<file path="config.mk">
export PLATFORM = sky130hd
export DESIGN_NAME = nib_prefix_decoder
export DESIGN_NICKNAME = d
export VERILOG_FILES = /design/src/rtl/npd_pkg.sv /design/src/rtl/npd_classify.sv /design/src/rtl/npd_opacc.sv /design/src/rtl/npd_issue.sv /design/src/rtl/nib_prefix_decoder.sv
export SDC_FILE = /design/constraint.sdc
export NUM_CORES = 1
export LEC_CHECK = 0
export BUFFER_PORTS_ARGS = -buffer_cell sky130_fd_sc_hd__buf_2
export CORE_MARGIN = 4
export CORE_UTILIZATION = 40
export DETAILED_ROUTE_END_ITERATION = 8
export HOLD_SLACK_MARGIN = 0.03
export PLACE_DENSITY_LB_ADDON = 0.2
export RECOVER_POWER = 100
export SYNTH_ARGS = -nofsm -noshare
export SYNTH_HDL_FRONTEND = slang
export SYNTH_SLANG_ARGS = --single-unit
export TNS_END_PERCENT = 100
</file>
<file path="constraint.sdc">
create_clock -name clk -period 4.5 [get_ports clk]
set_input_delay 0.675 -clock clk [delete_from_list [all_inputs] [get_ports clk]]
set_output_delay 0.675 -clock clk [all_outputs]
set_load 0.05 [all_outputs]
</file>
<file path="src/rtl/npd_pkg.sv">
package npd_pkg;

    localparam int NIB_W = 4;
    localparam int BYTE_W = 2 * NIB_W;

    localparam logic [NIB_W-1:0] FC_PFX_POS = 4'h2;
    localparam logic [NIB_W-1:0] FC_PFX_NEG = 4'h6;
    localparam logic [NIB_W-1:0] FC_OPERATE = 4'hF;

    typedef enum logic [1:0] {
        K_DIRECT  = 2'd0,
        K_PFX_POS = 2'd1,
        K_PFX_NEG = 2'd2,
        K_OPERATE = 2'd3
    } byte_kind_e;

    typedef struct packed {
        logic [NIB_W-1:0] code;
        logic [NIB_W-1:0] data;
    } ibyte_t;

    function automatic byte_kind_e kind_of(input logic [NIB_W-1:0] code);
        case (code)
            FC_PFX_POS: kind_of = K_PFX_POS;
            FC_PFX_NEG: kind_of = K_PFX_NEG;
            FC_OPERATE: kind_of = K_OPERATE;
            default:    kind_of = K_DIRECT;
        endcase
    endfunction

    function automatic logic is_prefix(input byte_kind_e k);
        is_prefix = (k == K_PFX_POS) || (k == K_PFX_NEG);
    endfunction

endpackage

</file>
<file path="src/rtl/npd_classify.sv">
module npd_classify
    import npd_pkg::*;
(
    input  logic [BYTE_W-1:0] byte_i,
    output byte_kind_e        kind_o,
    output logic [NIB_W-1:0]  code_o,
    output logic [NIB_W-1:0]  data_o,
    output logic              prefix_o
);
    ibyte_t fields;

    always_comb begin
        fields   = ibyte_t'(byte_i);
        code_o   = fields.code;
        data_o   = fields.data;
        kind_o   = kind_of(fields.code);
        prefix_o = is_prefix(kind_of(fields.code));
    end
endmodule

</file>
<file path="src/rtl/npd_opacc.sv">
module npd_opacc
    import npd_pkg::*;
#(
    parameter int OPND_W = 32,
    parameter int PCNT_W = 4
) (
    input  logic              clk,
    input  logic              rst,
    input  logic              step_i,
    input  byte_kind_e        kind_i,
    input  logic [NIB_W-1:0]  data_i,
    output logic [OPND_W-1:0] issue_opnd_o,
    output logic [PCNT_W-1:0] issue_cnt_o
);
    localparam logic [PCNT_W-1:0] CNT_MAX = {PCNT_W{1'b1}};

    logic [OPND_W-1:0] oreg_q;
    logic [PCNT_W-1:0] cnt_q;
    logic [OPND_W-1:0] merged;
    logic [OPND_W-1:0] pfx_next;

    always_comb begin
        merged = oreg_q | {{(OPND_W-NIB_W){1'b0}}, data_i};
        if (kind_i == K_PFX_NEG)
            pfx_next = (~merged) << NIB_W;
        else
            pfx_next = merged << NIB_W;
        issue_opnd_o = merged;
        issue_cnt_o  = cnt_q;
    end

    always_ff @(posedge clk) begin
        if (rst) begin
            oreg_q <= '0;
            cnt_q  <= '0;
        end else if (step_i) begin
            if (is_prefix(kind_i)) begin
                oreg_q <= pfx_next;
                if (cnt_q != CNT_MAX)
                    cnt_q <= cnt_q + 1'b1;
            end else begin
                oreg_q <= '0;
                cnt_q  <= '0;
            end
        end
    end

    AST_ISSUE_CLEARS: assert property (@(posedge clk) disable iff (rst)
        (step_i && !is_prefix(kind_i)) |=> (oreg_q == '0 && cnt_q == '0));

    AST_PFX_LOW_CLEAR: assert property (@(posedge clk) disable iff (rst)
        (step_i && is_prefix(kind_i)) |=> (oreg_q[NIB_W-1:0] == '0));

    AST_CNT_SATURATES: assert property (@(posedge clk) disable iff (rst)
        (step_i && is_prefix(kind_i) && cnt_q == CNT_MAX) |=> (cnt_q == CNT_MAX));

endmodule

</file>
<file path="src/rtl/npd_issue.sv">
module npd_issue
    import npd_pkg::*;
#(
    parameter int OPND_W = 32,
    parameter int PCNT_W = 4
) (
    input  logic              clk,
    input  logic              rst,
    input  logic              load_i,
    input  logic              sec_i,
    input  logic [NIB_W-1:0]  code_i,
    input  logic [OPND_W-1:0] opnd_i,
    input  logic [PCNT_W-1:0] cnt_i,
    input  logic              out_ready_i,
    output logic              slot_free_o,
    output logic              out_valid_o,
    output logic              out_sec_o,
    output logic [NIB_W-1:0]  out_code_o,
    output logic [OPND_W-1:0] out_opnd_o,
    output logic [PCNT_W-1:0] out_cnt_o
);
    assign slot_free_o = !out_valid_o || out_ready_i;

    always_ff @(posedge clk) begin
        if (rst) begin
            out_valid_o <= 1'b0;
            out_sec_o   <= 1'b0;
            out_code_o  <= '0;
            out_opnd_o  <= '0;
            out_cnt_o   <= '0;
        end else begin
            if (load_i) begin
                out_valid_o <= 1'b1;
                out_sec_o   <= sec_i;
                out_code_o  <= code_i;
                out_opnd_o  <= opnd_i;
                out_cnt_o   <= cnt_i;
            end else if (out_ready_i) begin
                out_valid_o <= 1'b0;
            end
        end
    end

    AST_STALL_HOLDS: assert property (@(posedge clk) disable iff (rst)
        (out_valid_o && !out_ready_i) |=> (out_valid_o && $stable(out_opnd_o)
            && $stable(out_code_o) && $stable(out_cnt_o) && $stable(out_sec_o)));

    AST_SEC_MATCHES_CODE: assert property (@(posedge clk) disable iff (rst)
        out_valid_o |-> (out_sec_o == (out_code_o == FC_OPERATE)));

endmodule

</file>
<file path="src/rtl/nib_prefix_decoder.sv">
module nib_prefix_decoder
    import npd_pkg::*;
#(
    parameter int OPND_W = 32,
    parameter int PCNT_W = 4
) (
    input  logic              clk,
    input  logic              rst,
    input  logic              in_valid,
    output logic              in_ready,
    input  logic [7:0]        in_byte,
    output logic              out_valid,
    input  logic              out_ready,
    output logic              out_secondary,
    output logic [3:0]        out_func,
    output logic [OPND_W-1:0] out_operand,
    output logic [PCNT_W-1:0] out_npfx
);
    byte_kind_e        kind;
    logic [NIB_W-1:0]  code;
    logic [NIB_W-1:0]  data;
    logic              prefix;
    logic              accept;
    logic              issue;
    logic              slot_free;
    logic [OPND_W-1:0] issue_opnd;
    logic [PCNT_W-1:0] issue_cnt;

    npd_classify u_cls (
        .byte_i   (in_byte),
        .kind_o   (kind),
        .code_o   (code),
        .data_o   (data),
        .prefix_o (prefix)
    );

    assign in_ready = slot_free;
    assign accept   = in_valid && slot_free;
    assign issue    = accept && !prefix;

    npd_opacc #(.OPND_W(OPND_W), .PCNT_W(PCNT_W)) u_acc (
        .clk          (clk),
        .rst          (rst),
        .step_i       (accept),
        .kind_i       (kind),
        .data_i       (data),
        .issue_opnd_o (issue_opnd),
        .issue_cnt_o  (issue_cnt)
    );

    npd_issue #(.OPND_W(OPND_W), .PCNT_W(PCNT_W)) u_iss (
        .clk         (clk),
        .rst         (rst),
        .load_i      (issue),
        .sec_i       (kind == K_OPERATE),
        .code_i      (code),
        .opnd_i      (issue_opnd),
        .cnt_i       (issue_cnt),
        .out_ready_i (out_ready),
        .slot_free_o (slot_free),
        .out_valid_o (out_valid),
        .out_sec_o   (out_secondary),
        .out_code_o  (out_func),
        .out_opnd_o  (out_operand),
        .out_cnt_o   (out_npfx)
    );

    AST_PFX_SILENT: assert property (@(posedge clk) disable iff (rst)
        (in_valid && in_ready && prefix && (!out_valid || out_ready)) |=> !out_valid);

    AST_ISSUE_VISIBLE: assert property (@(posedge clk) disable iff (rst)
        (in_valid && in_ready && !prefix) |=> out_valid);

endmodule

</file>
==> impl_results.md <==
- Post-DP HPWL: around 4.6 mm
- Area of the core: ~0.0079 sq mm
- Vias in the first global route: around 2700
- Clk buf depth: 2
- Post-synthesis share of cell area spent on full adders, half adders and majority gates: about 1.1%
- Number of antenna violations at the first check in global routing: 0
- GRT met1 Usage: a little over a fifth
- 1st-iter DRT viols: ~160
- Post-Place Worst Slack: ~1.3 ns
- Biggest fanout along the worst timing path: 43
- IO Count: 55
- Clock transition time at the flip-flop clock pins of the worst setup and hold paths: 0.07 ns
- Share of cells above drive strength 1: just under 9%
- Die extent in y: ~99 microns
- Tightest Pin Transition: between 1 and 1.5 ns
- Worst Path Required: between 4 and 5 ns
- Combinational family with the most area after synthesis: compound AO/OA/AOI/OAI gates
- CTS H-tree lvls: 3
- Sequential cell area fraction in the yosys report: 44.6%
- Number of different library cells in the post-synthesis netlist: 28
- Slew Limit Headroom: a little under 20%
- Worst setup path category: input pin to flop
- RePlAce Congestion: between 0.7 and 0.8
- Cells after Synth: about 370
- Starting Density: 42.1%
- Number of synthesis warnings: 0
- Max cap viols: 0
- Area delta synth->final: 10.8%
- RSZ-0062 raised after global routing: false
- Count of input and output buffers: between 50 and 60
- Period utilization: 62.1%
- Total grt overflow: 0
- Largest voltage drop on the vdd net: approximately 0.14 mV
- Leakage: 1.22 nW
- Number of buffers created by CTS: 9
- Clock period minus final worst setup slack: about 2.8 ns
- Mapped Area: about 0.0033 sq mm
- Nets: just over 400
- Placed Cells: between 400 and 500
- Antenna Violating Nets Remaining: 0
- Clk sinks: between 70 and 80
- Worst hold path class: flop to flop
- XOR/XNOR Fraction of Synth Area: 7.65%
- Final-report max-slew violation count: 0
- Number of buffers inserted to repair setup after CTS: 0
- Die X-Extent: 99.1 microns
- Post-synth net total: between 300 and 400
- CP Capture Type: flop
- Post-cts resize count: 0
- Maximum clock frequency: approximately 360 MHz
- Die Footprint: around 0.0098 sq mm
- Avg Cell Area, Syn: about 9.1 sq um
- GR Util met2: a little over a quarter
- Max Clock Skew: approximately 0.0065 ns
- Final std cells w/o fill: about 500
- Clock tree from TritonCTS: done
- Peak-usage layer in the global routing report: met2
- Final core utilization: 46.7%
- Startpoint types: input pin
- FP Rows: 32
- Worst skew pair latency: between 0.3 and 0.4 ns
- Setup TNS: 0 ns
- Final worst slack: roughly 1.7 ns
- Fraction of the mapped netlist area in simple logic gates: a little over a tenth
- Total wire length after detailed routing: between 8 and 9 mm
- GRT Total Usage: roughly 17%
- DRC: 0
- Quantity of hold-fixing buffers added after cts: 0
- Complex-gate fraction of the synthesized area: 28.3%
- Total setup violations reported at the end of the flow: 0
- Clock tree root buffer cell: clkbuf_8
- Wire length of the first global-routing pass: between 10 and 15 mm
- Mux contribution to synthesized area: 0%
- Final Hold Vio Count: 0
- Detail-routed via count per cell: between 5 and 6
- Power density normalized to cell area: between 400 and 500 mW/mm^2
- Maximum number of pins on one net before global-route repair: 75
- Met3 track demand over resource in global routing: ~4.6%
- Number of synthesized register bits: 74
- Minimum hold slack: between 0.4 and 0.5 ns
- Count of inserted antenna diode cells: 0
- Mean routed wirelength per cell: approximately 17 microns
- Result of the run: completed
- Number of iterations in the first detailed-routing pass: 4
- Endpoint arrival time on the critical path: roughly 3.0 ns
- Routed via count: a little under 3000
[cells by family after synthesis]
| group | Yosys count |
|---|---|
| flip-flops | 74 |
| XOR/XNOR | 29 |
| AO/OA/AOI/OAI | 150 |
| adder cells (fa/ha/maj) | 3 |
| buffers and inverters | 52 |
| AND/OR/NAND/NOR | 58 |
[area by class of cell]
| cell class | instances | area [sq um] |
|---|---|---|
| clock buffers | 13 | 169 |
| clock inverters | 2 | 35.0 |
| multi-input cells | 240 | 1600 |
| fillers | 783 | 4210 |
| inverters | 4 | 15.0 |
| well taps | 102 | 128 |
| repair buffers | 59 | 254 |
| flip-flops and latches | 74 | 1480 |
[stage by stage]
stage	total power [mW]	cell area, sq um
detailed placement	0.961	3530
finish	1.47	3680
global placement	0.957	3530
floorplan	0.914	3320
CTS	1.49	3730
global route	1.54	3680
[synthesized netlist by cell type (all sizes together)]
cell type	instances	area (sq um)
or4b	1	10.0
nor3	1	5.00
clkbuf	29	109
a31oi	2	12.5
a21oi	72	360
nor2	4	15.0
o31ai	44	330
and4b	1	10.0
buf	19	120
xnor2	29	254
o21ai	2	10.0
ha	3	37.5
clkinv	1	3.75
nand2	1	3.75
a211oi	29	218
dfxtp	74	1480
nor2b	2	20.0
a31o	1	8.76
nand4	43	269
nand4b	1	8.76
nand3	2	10.0
inv	3	11.3
and3	2	12.5
[worst paths after layout]
path | startpoint | endpoint | slack (ns) | cells past startpoint
setup / recovery | in_byte[7] | u_iss.out_code_o[2]$_SDFFE_PP0P_ | 1.71 | 7
hold / removal | u_iss.out_opnd_o[25]$_SDFFE_PP0P_ | u_iss.out_opnd_o[25]$_SDFFE_PP0P_ | 0.47 | 2
setup reg to reg | u_iss.out_valid_o$_SDFFE_PP0P_ | u_acc.oreg_q[30]$_SDFFE_PP0P_ | 1.81 | 6
hold reg to reg | u_iss.out_opnd_o[25]$_SDFFE_PP0P_ | u_iss.out_opnd_o[25]$_SDFFE_PP0P_ | 0.47 | 2
[sequential cells by signal (all words and copies together) (netlist names)]
register	flops
u_iss.out_opnd_o	32
u_acc.oreg_q	28
u_iss.out_code_o	4
u_iss.out_cnt_o	4
u_acc.issue_cnt_o	4
u_iss.out_sec_o	1
u_iss.out_valid_o	1
[critical path: stages]
cell,delay (ns)
clkbuf_1,0.15
and3_1,0.17
o21ai_0,0.11
ha_1,0.32
clkinv_1,0.91
o31ai_1,0.54
a21oi_1,0.11
[report_power, final]
part / total, mW / switching [mW] / internal (mW)
registers: 0.710 / 0.0236 / 0.686
clock network: 0.532 / 0.233 / 0.298
logic: 0.231 / 0.170 / 0.0619
[per-layer routing]
layer  part of all wire [%]  up-vias  wire length [microns]
met4                    1.1        0                     90
li1                       -     1434                      -
met3                    4.3       10                    348
met5                      0        -                      0
met2                     46       50                   3780
met1                     48     1389                   3960
[layout by cell type, fill, tap and decap left out, drive strengths merged]
cell type	count
dfxtp	74
a21oi	72
clkbuf	56
o31ai	44
nand4	43
xnor2	29
a211oi	29
buf	16
nor2	4
ha	3
inv	3
and3	2
o21ai	2
a31oi	2
nand3	2
nor2b	2
clkinv	2
nor3	1
nand2	1
and4b	1
nand4b	1
a31o	1
or4b	1
bufinv	1
Note: power is estimated with default switching activity, not from simulation.
